`src/rtl/cmpirq_pkg.sv`:
```
package cmpirq_pkg;
  localparam logic [7:0] CTRL_ADDR  = 8'h38;
  localparam logic [7:0] FLAG_ADDR  = 8'h39;
  localparam int BIT_CMP_EN  = 15;
  localparam int BIT_TMR_RUN = 10;
  localparam int BIT_MASK7   = 7;
  localparam int BIT_MASK6   = 6;
  localparam int BIT_FLAG7   = 7;
  localparam int BIT_FLAG6   = 6;
  localparam int NUM_FLAGS   = 2;
  localparam logic [15:0] INT7_VECTOR = 16'h7FF7;
endpackage

```
`src/rtl/cmpirq_edge_det.sv`:
```
module cmpirq_edge_det #(
  parameter int SYNC_STAGES = 2
) (
  input  logic clk,
  input  logic rst_n,
  input  logic enable,
  input  logic async_in,
  output logic fall_pulse
);
  localparam int LAST = SYNC_STAGES - 1;

  logic [SYNC_STAGES-1:0] sync_q, sync_d;
  logic prev_q, prev_d;

  generate
    if (SYNC_STAGES == 1) begin : g_one
      always_comb sync_d = async_in;
    end else begin : g_chain
      always_comb sync_d = {sync_q[SYNC_STAGES-2:0], async_in};
    end
  endgenerate

  always_comb begin
    prev_d     = sync_q[LAST];
    fall_pulse = enable & prev_q & ~sync_q[LAST];
  end

  always_ff @(posedge clk or negedge rst_n) begin
    if (!rst_n) begin
      sync_q <= '0;
      prev_q <= 1'b0;
    end else begin
      sync_q <= sync_d;
      prev_q <= prev_d;
    end
  end

  // one edge gives one event pulse
  assert_single_event_R4: assert property (@(posedge clk) disable iff (!rst_n)
    fall_pulse |=> !fall_pulse);
endmodule

```
`src/rtl/cmpirq_flag.sv`:
```
module cmpirq_flag (
  input  logic clk,
  input  logic rst_n,
  input  logic sw_wr,
  input  logic sw_val,
  input  logic hw_set,
  input  logic ack,
  output logic flag_q
);
  logic flag_d, flag_en;

  always_comb begin
    flag_en = sw_wr | ack | hw_set;
    if (sw_wr)       flag_d = sw_val;
    else if (ack)    flag_d = 1'b0;
    else             flag_d = 1'b1;
  end

  always_ff @(posedge clk or negedge rst_n) begin
    if (!rst_n)       flag_q <= 1'b0;
    else if (flag_en) flag_q <= flag_d;
  end

  assert_sw_priority_R9: assert property (@(posedge clk) disable iff (!rst_n)
    sw_wr |=> flag_q == $past(sw_val));
  assert_ack_clear_R7: assert property (@(posedge clk) disable iff (!rst_n)
    ack && !sw_wr |=> !flag_q);
  assert_hw_set_R4: assert property (@(posedge clk) disable iff (!rst_n)
    hw_set && !ack && !sw_wr |=> flag_q);
  assert_hold_R10: assert property (@(posedge clk) disable iff (!rst_n)
    !sw_wr && !ack && !hw_set |=> $stable(flag_q));
endmodule

```
`src/rtl/cmpirq_ctrl.sv`:
```
module cmpirq_ctrl
  import cmpirq_pkg::*;
#(
  parameter int DATA_W = 16
) (
  input  logic              clk,
  input  logic              rst_n,
  input  logic              wr_en,
  input  logic [DATA_W-1:0] wdata,
  input  logic              cmp_fall,
  input  logic              int6_flag,
  output logic [DATA_W-1:0] ctrl_view
);
  logic en_q, en_d, run_q, run_d, m7_q, m7_d, m6_q, m6_d;
  logic start, run_en;

  always_comb begin
    start  = cmp_fall & ~int6_flag & ~run_q;
    run_en = wr_en | start;
    run_d  = wr_en ? wdata[BIT_TMR_RUN] : 1'b1;
    en_d   = wdata[BIT_CMP_EN];
    m7_d   = wdata[BIT_MASK7];
    m6_d   = wdata[BIT_MASK6];
  end

  always_ff @(posedge clk or negedge rst_n) begin
    if (!rst_n) begin
      en_q <= 1'b0;
      m7_q <= 1'b0;
      m6_q <= 1'b0;
    end else if (wr_en) begin
      en_q <= en_d;
      m7_q <= m7_d;
      m6_q <= m6_d;
    end
  end

  always_ff @(posedge clk or negedge rst_n) begin
    if (!rst_n)      run_q <= 1'b0;
    else if (run_en) run_q <= run_d;
  end

  always_comb begin
    ctrl_view              = '0;
    ctrl_view[BIT_CMP_EN]  = en_q;
    ctrl_view[BIT_TMR_RUN] = run_q;
    ctrl_view[BIT_MASK7]   = m7_q;
    ctrl_view[BIT_MASK6]   = m6_q;
  end

  assert_timer_start_R6: assert property (@(posedge clk) disable iff (!rst_n)
    cmp_fall && !int6_flag && !ctrl_view[BIT_TMR_RUN] && !wr_en |=> ctrl_view[BIT_TMR_RUN]);
  assert_no_start_R6: assert property (@(posedge clk) disable iff (!rst_n)
    cmp_fall && int6_flag && !ctrl_view[BIT_TMR_RUN] && !wr_en |=> !ctrl_view[BIT_TMR_RUN]);
  assert_sw_run_R5: assert property (@(posedge clk) disable iff (!rst_n)
    wr_en |=> ctrl_view[BIT_TMR_RUN] == $past(wdata[BIT_TMR_RUN]));
endmodule

```
`src/rtl/cmpirq_unit.sv`:
```
module cmpirq_unit
  import cmpirq_pkg::*;
#(
  parameter int ADDR_W      = 8,
  parameter int DATA_W      = 16,
  parameter int SYNC_STAGES = 2
) (
  input  logic              clk,
  input  logic              rst_n,
  input  logic [ADDR_W-1:0] io_addr,
  input  logic              io_wr,
  input  logic              io_rd,
  input  logic [DATA_W-1:0] io_wdata,
  output logic [DATA_W-1:0] io_rdata,
  input  logic              cmp_in,
  input  logic              int6_evt,
  input  logic              int6_ack,
  input  logic              int7_ack,
  output logic              int6_req,
  output logic              int7_req,
  output logic              timer_run,
  output logic              cmp_pins_owned
);
  localparam logic [ADDR_W-1:0] CTRL_A = ADDR_W'(CTRL_ADDR);
  localparam logic [ADDR_W-1:0] FLAG_A = ADDR_W'(FLAG_ADDR);

  logic rst_meta_q, rst_sync_n;
  logic [DATA_W-1:0] ctrl_view, flag_view;
  logic ctrl_wr, flag_wr, cmp_fall, cmp_en;
  logic [NUM_FLAGS-1:0] f_set, f_ack, f_val, f_q, f_mask;

  // asynchronous assertion, synchronous release
  always_ff @(posedge clk or negedge rst_n) begin
    if (!rst_n) begin
      rst_meta_q <= 1'b0;
      rst_sync_n <= 1'b0;
    end else begin
      rst_meta_q <= 1'b1;
      rst_sync_n <= rst_meta_q;
    end
  end

  always_comb begin
    ctrl_wr = io_wr & (io_addr == CTRL_A);
    flag_wr = io_wr & (io_addr == FLAG_A);
    cmp_en  = ctrl_view[BIT_CMP_EN];
  end

  cmpirq_edge_det #(.SYNC_STAGES(SYNC_STAGES)) edge_i (
    .clk(clk), .rst_n(rst_sync_n), .enable(cmp_en),
    .async_in(cmp_in), .fall_pulse(cmp_fall));

  cmpirq_ctrl #(.DATA_W(DATA_W)) ctrl_i (
    .clk(clk), .rst_n(rst_sync_n), .wr_en(ctrl_wr), .wdata(io_wdata),
    .cmp_fall(cmp_fall), .int6_flag(f_q[0]), .ctrl_view(ctrl_view));

  // index 0 = INT6, index 1 = INT7
  always_comb begin
    f_set  = {cmp_fall, int6_evt};
    f_ack  = {int7_ack, int6_ack};
    f_val  = {io_wdata[BIT_FLAG7], io_wdata[BIT_FLAG6]};
    f_mask = {ctrl_view[BIT_MASK7], ctrl_view[BIT_MASK6]};
  end

  generate
    for (genvar g = 0; g < NUM_FLAGS; g++) begin : g_flag
      cmpirq_flag flag_i (
        .clk(clk), .rst_n(rst_sync_n), .sw_wr(flag_wr), .sw_val(f_val[g]),
        .hw_set(f_set[g]), .ack(f_ack[g]), .flag_q(f_q[g]));
    end
  endgenerate

  always_comb begin
    flag_view            = '0;
    flag_view[BIT_FLAG6] = f_q[0];
    flag_view[BIT_FLAG7] = f_q[1];
    int6_req             = f_q[0] & f_mask[0];
    int7_req             = f_q[1] & f_mask[1];
    timer_run            = ctrl_view[BIT_TMR_RUN];
    cmp_pins_owned       = cmp_en;
    io_rdata             = '0;
    if (io_rd) begin
      if (io_addr == CTRL_A)      io_rdata = ctrl_view;
      else if (io_addr == FLAG_A) io_rdata = flag_view;
    end
  end

  assert_cmp_off_R3: assert property (@(posedge clk) disable iff (!rst_sync_n)
    !cmp_pins_owned |-> !cmp_fall);
  assert_ack_other_R10: assert property (@(posedge clk) disable iff (!rst_sync_n)
    int7_ack && !int6_ack && !flag_wr && f_q[0] |=> f_q[0]);
endmodule

```
`config.mk`:
```
export PLATFORM = sky130hd
export DESIGN_NAME = cmpirq_unit
export DESIGN_NICKNAME = d
export VERILOG_FILES = /design/src/rtl/cmpirq_pkg.sv /design/src/rtl/cmpirq_edge_det.sv /design/src/rtl/cmpirq_flag.sv /design/src/rtl/cmpirq_ctrl.sv /design/src/rtl/cmpirq_unit.sv
export SDC_FILE = /design/constraint.sdc
export NUM_CORES = 1
export LEC_CHECK = 0
export BUFFER_PORTS_ARGS = -buffer_cell sky130_fd_sc_hd__buf_2
export CAP_MARGIN = 20
export CORE_MARGIN = 5
export CORE_UTILIZATION = 36
export DETAILED_ROUTE_END_ITERATION = 10
export GPL_TIMING_DRIVEN = 0
export HOLD_SLACK_MARGIN = 0.06
export PLACE_DENSITY = 0.77
export SYNTH_ARGS = -nofsm -noshare
export SYNTH_HDL_FRONTEND = slang
export SYNTH_SLANG_ARGS = --single-unit
```
`constraint.sdc`:
```
create_clock -name clk -period 1 [get_ports clk]
set_input_delay 0.1 -clock clk [delete_from_list [all_inputs] [get_ports clk]]
set_output_delay 0.1 -clock clk [all_outputs]
set_load 0.02 [all_outputs]
```
==> results.cfg, run 1 <==
[timing]
setup_ws_ns = -0.107
final.min_clock_period_ns = 1.11
rsz0062_at_grt = yes
slew_viol_final = 0
hold_viol = 0
fmax_ghz = 0.903
setup_viol = 9
timing.hold.ws_ns = 0.137
fin_crit_sh = 1.11
worst_clock_skew_ns = 0.00358

[clock_network]
cts-root-buf = clkbuf_4
cts-htree-levels = 1
numCtsBuffers = 3
cts.sink_count = 11
clkSlewWorstSetupHoldPaths_ns = 0.07
clk_path_buf_depth = 2
cts_tree = built
worstSkewPairLatency_ns = 0.27

[logic_synthesis]
synth_edf_count = 0
synth_area_um2 = 588
netlist_instances = 51
synthDistinctLibCells = 18
synth-seq-cells = 11
syn_area_per_cell_um2 = 11.5
synth_flop_cell = dfrtp_1
async_reset_ff_frac = 1.00
ys_warn_count = 0
ys_seq_area_frac = 0.468

[setup_path]
cp-end-kind = primary output
cp-start-kind = register
worstSetupPathType = register to primary output
reg2reg_slack_ns = -0.10
cp.arrival_ns = 1.01
crit_fanout = 3
r2r_cells = 4
crit_required_ns = 0.90

[route]
firstDrtPassIters = 1
vias = 514
drt-initial-drc-count = 0
viasPerCell = 4.36
drtAntennaViolNets = 0
drc = 0
totalWireLength_um = 1350
avgRoutedWirePerCell_um = 11.4

[place]
port_buffers = 26
hpwl_um = 1040
place_ws_ns = -0.253
place.gp.congestion = 0.653

[global_routing]
grt_start_max_net_pins = 10
antenna_found_initial = 0
grtUsageTotal = 0.112
grt_pass1_wl_um = 2140
overflow = 0
grt_pass1_vias = 509

[layout]
layout-drive-gt1-share = 0.598
filler_cell_count = 122
layout.nets = 135
area_delta_synth_final_pct = 70.4
n_antenna_cell = 0

[run]
drv_cap = 0

[floorplanning]
die_h_um = 50.4
die_w_um = 50.4
ioPinCount = 52
coreArea_um2 = 1520
dieArea_um2 = 2540
start_util = 0.386
row_count = 14

[power]
ir_drop_mv = 0.859
power_density_nw_per_um2 = 1050
p_leak_nw = 0.534

[run_status]
outcome = complete, but fails checks
violations = negative setup slack

[worst_hold_path]
hp-class = primary input to asynchronous set/reset pin
==> cells in the mapped netlist, types with 2 or more instances <==
library cell,n,share of area
conb_1,2,0.013
mux2i_1,2,0.034
and2_1,2,0.021
buf_4,12,0.15
dfrtp_1,11,0.47
nor2_1,4,0.026
nor3b_1,2,0.026
mux2_2,6,0.11
==> power by group <==
part | leakage [nW] | internal (mW) | switching, mW
Clock | 0.0150 | 0.154 | 0.142
Combinational | 0.380 | 0.148 | 0.112
Sequential | 0.139 | 0.474 | 0.0246
Total | 0.534 | 0.777 | 0.278
==> worst paths after layout <==
| kind | from | endpoint |
|---|---|---|
| max in group asynchronous | rst_sync_n | ctrl_i.en_q |
| min in group clk | int6_ack | g_flag[0].flag_i.flag_q |
| setup reg to reg | ctrl_i.en_q | ctrl_i.run_q |
| hold reg to reg | rst_sync_n | edge_i.prev_q |
| hold / removal | rst_n | rst_sync_n |
| setup / recovery | g_flag[0].flag_i.flag_q | io_rdata[6] |
==> worst max-delay path: stages (launching register included) <==
cell and delay [ns]:
dfrtp_1 0.41, mux2i_1 0.14, nor2_1 0.05, buf_2 0.15
==> logic make-up (layout without fill, tap and decap cells) <==
logic type,Yosys count,count (layout),synth area share
AO/OA/AOI/OAI,2,2,0.0213
buffers and inverters,14,54,0.168
flip-flops,11,11,0.468
multiplexers,8,8,0.149
other,2,13,0.0128
AND/OR/NAND/NOR,14,14,0.181
==> what timing repair did <==
item                                    CTS  global route
hold buffers                              3             3
resized for setup                        15             6
endpoints found under the hold margin     4             3
pin swaps                                 7             1
buffers inserted                          4             0
endpoints found under the setup margin    7            10
==> area by class of cell <==
cell class                      instances  area [um2]  area share
Buffer                                 13        95.1      0.0949
Clock buffer                            4        26.3      0.0262
Inverter                                1        3.75     0.00375
Multi-Input combinational cell         37         314       0.313
Sequential cell                        11         275       0.275
Tap cell                               16        20.0      0.0200
Timing Repair Buffer                   36         268       0.267
==> registers in the layout (all words and copies together) (netlist names) <==
signal	cells
ctrl_i.en_q	1
ctrl_i.m6_q	1
ctrl_i.m7_q	1
ctrl_i.run_q	1
edge_i.prev_q	1
edge_i.sync_q	2
g_flag.flag_i.flag_q	2
rst_meta_q	1
rst_sync_n	1
==> cells in the final DEF, fill, tap and decap left out <==
master and count:
clkbuf_1 1, buf_2 19, clkbuf_4 3, nor3b_2 1, and4b_4 1, and4bb_2 1
mux2i_1 2, buf_4 15, o21bai_1 1, nand4_1 1, and2_4 2, nor3b_4 2
nor2_1 3, buf_6 8, nand3b_1 1, inv_1 1, dlygate4sd3_1 6, a21oi_1 1
nand3_4 1, mux2_4 6, clkbuf_2 1, dfrtp_1 11, conb_1 13, nor2_2 1
==> routing by layer <==
layer / up-vias / wire length, um / share of wire / track usage
met5: - / 0 / 0 / 0
met4: 0 / 0 / 0 / 0.0255
li1: 251 / - / - / -
met2: 34 / 635 / 0.47 / 0.188
met1: 229 / 440 / 0.33 / 0.107
met3: 0 / 269 / 0.20 / 0.0858
==> per-stage QoR <==
step | cells | TNS [ns] | util | instance area, um2 | power (mW)
after floorplan | 62 | -0.429 | - | 661 | 0.652
after global placement | 104 | -1.70 | 0.532 | 811 | 0.710
after detailed placement | 104 | -1.93 | 0.532 | 811 | 0.717
after CTS | 115 | -0.749 | 0.626 | 953 | 1.05
after global routing | 118 | -1.24 | 0.658 | 1000 | 1.13
final | 118 | -0.663 | 0.658 | 1000 | 1.06
No activity file was read; power rests on OpenSTA's default activity.
==> run 2: changes to the inputs <==
--- a/config.mk
+++ b/config.mk
@@ -5,14 +5,16 @@
 export SDC_FILE = /design/constraint.sdc
 export NUM_CORES = 1
 export LEC_CHECK = 0
+export ABC_AREA = 1
 export BUFFER_PORTS_ARGS = -buffer_cell sky130_fd_sc_hd__buf_2
 export CAP_MARGIN = 20
 export CORE_MARGIN = 5
 export CORE_UTILIZATION = 36
+export CTS_CLUSTER_SIZE = 10
 export DETAILED_ROUTE_END_ITERATION = 10
 export GPL_TIMING_DRIVEN = 0
 export HOLD_SLACK_MARGIN = 0.06
-export PLACE_DENSITY = 0.77
+export PLACE_DENSITY = 0.73
 export SYNTH_ARGS = -nofsm -noshare
 export SYNTH_HDL_FRONTEND = slang
 export SYNTH_SLANG_ARGS = --single-unit
==> constraint.sdc (replaced) <==
create_clock -name clk -period 1 [get_ports clk]
set_input_delay 0.05 -clock clk [delete_from_list [all_inputs] [get_ports clk]]
set_output_delay 0.05 -clock clk [all_outputs]
set_load 0.02 [all_outputs]
==> run 2 against run 1 <==
Against the previous run:
- the flow now finishes without violations
- routed wire length rose by 24%
- utilization fell by 7.9 points
- critical path depth stayed put
==> results.cfg, run 2 <==
[run_status]
outcome = finished, final reports clean

[setup_path]
crit_fanout = 4
regToRegEndpoint = g_flag[0].flag_i.flag_q
reg2reg_slack_ns = 0.05
cp-end-kind = primary output
cp-start-kind = register
reg2reg_from = g_flag[0].flag_i.flag_q
worstSetupPathType = register to primary output
r2r_cells = 5
crit_required_ns = 0.95
cp.arrival_ns = 0.95

[route]
totalWireLength_um = 1670
drc = 0
vias = 711
firstDrtPassIters = 3
drtAntennaViolNets = 0
avgRoutedWirePerCell_um = 9.40
viasPerCell = 3.99
drt-initial-drc-count = 4

[power]
p_leak_nw = 0.665
power_frac_clock = 0.274
ir_drop_mv = 0.689
seq_power_share = 0.462
p_comb_frac = 0.264
p_switching_mw = 0.312
p_int_mw = 0.764
power_density_nw_per_um2 = 979
swShare = 0.290

[clock_network]
cts.sink_count = 11
worstSkewPairLatency_ns = 0.27
numCtsBuffers = 3
cts_tree = built
cts-root-buf = clkbuf_4
clkSlewWorstSetupHoldPaths_ns = 0.07
cts-htree-levels = 1
clk_path_buf_depth = 2

[logic_synthesis]
synth_area_leaders = dfrtp_1, nand2_1, buf_4, nand3_1, nor2_1
async_reset_ff_frac = 1.00
synth_area_um2 = 698
ys_warn_count = 0
netlist_instances = 96
synth_top_area_frac = 0.394
synth_edf_count = 0
synth_flop_cell = dfrtp_1
synth.most_common_cell = nand2_1
syn_area_per_cell_um2 = 7.27
synth_common_cells = nand2_1, nor2_1, buf_4, inv_1
ys_seq_area_frac = 0.394
synthDistinctLibCells = 14
synth-seq-cells = 11
synth_top_area_cell = dfrtp_1

[global_routing]
overflow = 0
grt_pass1_vias = 649
grt_pass1_wl_um = 2550
grt_start_max_net_pins = 10
grtUsageTotal = 0.123
antenna_found_initial = 0

[timing]
fmax_ghz = 1.00
setup_viol = 0
rsz0062_at_grt = yes
slew_viol_final = 0
fin_crit_sh = 0.997
timing.hold.ws_ns = 0.102
worst_clock_skew_ns = 0.00493
hold_viol = 0
setup_ws_ns = 0.00334
final.min_clock_period_ns = 0.997

[layout]
regArea_um2 = 275
postLayoutCoreUtil = 0.578
layout.nets = 184
final_cell_count_no_fill = 178
n_antenna_cell = 0
largestRegisters = edge_i.sync_q: 2 flops, g_flag.flag_i.flag_q: 2 flops
area_delta_synth_final_pct = 57.5
filler_cell_count = 187
multiInputGateArea_um2 = 335
mostFrequentLayoutCells = nand2_1, buf_2, buf_4
final_common_cell = nand2_1
layout-drive-gt1-share = 0.411

[floorplanning]
start_util = 0.367
row_count = 16
ioPinCount = 52
die_w_um = 54.0
dieArea_um2 = 2920
die_h_um = 54.0
coreArea_um2 = 1900

[place]
port_buffers = 26
place_ws_ns = 0.0389
dpl.cell_count = 160
hpwl_um = 1290
place.gp.congestion = 0.687

[worst_hold_path]
hp-class = primary input to asynchronous set/reset pin

[run]
drv_cap = 0
run 2: worst max path at each step:
stage | from | endpoint | slack [ns] | cells after the start
global route | g_flag[0].flag_i.flag_q | io_rdata[6] | -0.07 | 3
detailed placement | io_addr[7] | io_rdata[6] | 0.04 | 7
finish | g_flag[0].flag_i.flag_q | int6_req | 0.003 | 3
floorplan | ctrl_i.en_q | g_flag[1].flag_i.flag_q | 0.08 | 6
global placement | io_addr[7] | io_rdata[7] | 0.07 | 7
CTS | g_flag[0].flag_i.flag_q | io_rdata[6] | -0.02 | 3
run 2: final cells by class:
| class | count | area share |
|---|---|---|
| timing repair buffer | 40 | 0.259 |
| inverter | 13 | 0.0444 |
| sequential | 11 | 0.250 |
| tap | 27 | 0.0307 |
| clock buffer | 4 | 0.0239 |
| buffer | 13 | 0.0865 |
| multi-input combinational | 70 | 0.305 |
run 2: critical path: stages (launching register included):
cell	delay [ns]
dfrtp_1	0.42
nand2_1	0.10
inv_2	0.04
buf_6	0.12
run 2: power groups by stage:
stage	logic, mW	registers, mW	clock network [mW]
final	0.284	0.497	0.295
after global placement	0.220	0.504	0
after detailed placement	0.224	0.507	0
after floorplan	0.141	0.515	0
after CTS	0.262	0.497	0.309
after global routing	0.313	0.502	0.333
run 2: through the flow:
| step | TNS [ns] | power, mW | area, um2 |
|---|---|---|---|
| CTS | -0.0206 | 1.07 | 1060 |
| global route | -0.237 | 1.15 | 1100 |
| floorplan | 0 | 0.656 | 739 |
| global placement | 0 | 0.723 | 903 |
| finish | 0 | 1.08 | 1100 |
| detailed placement | 0 | 0.730 | 903 |
run 2: repair_timing:
action,CTS,global route
buffers inserted,4,2
resized for setup,6,9
pin swaps,5,5
hold buffers,8,0
setup endpoints to repair,4,7
endpoints found under the hold margin,9,0
run 2: kinds of logic after synthesis:
logic type / after synthesis / synth area share
buf+inv: 26 / 0.206
flops: 11 / 0.394
other cells: 2 / 0.0108
simple gates: 57 / 0.389
run 2: metal layers:
metal / up-vias / wire, um / global-route usage
li1: 373 / - / -
met1: 310 / 670 / 0.127
met5: - / 0 / 0
met3: 3 / 109 / 0.0222
met4: 0 / 29 / 0.0747
met2: 25 / 865 / 0.226
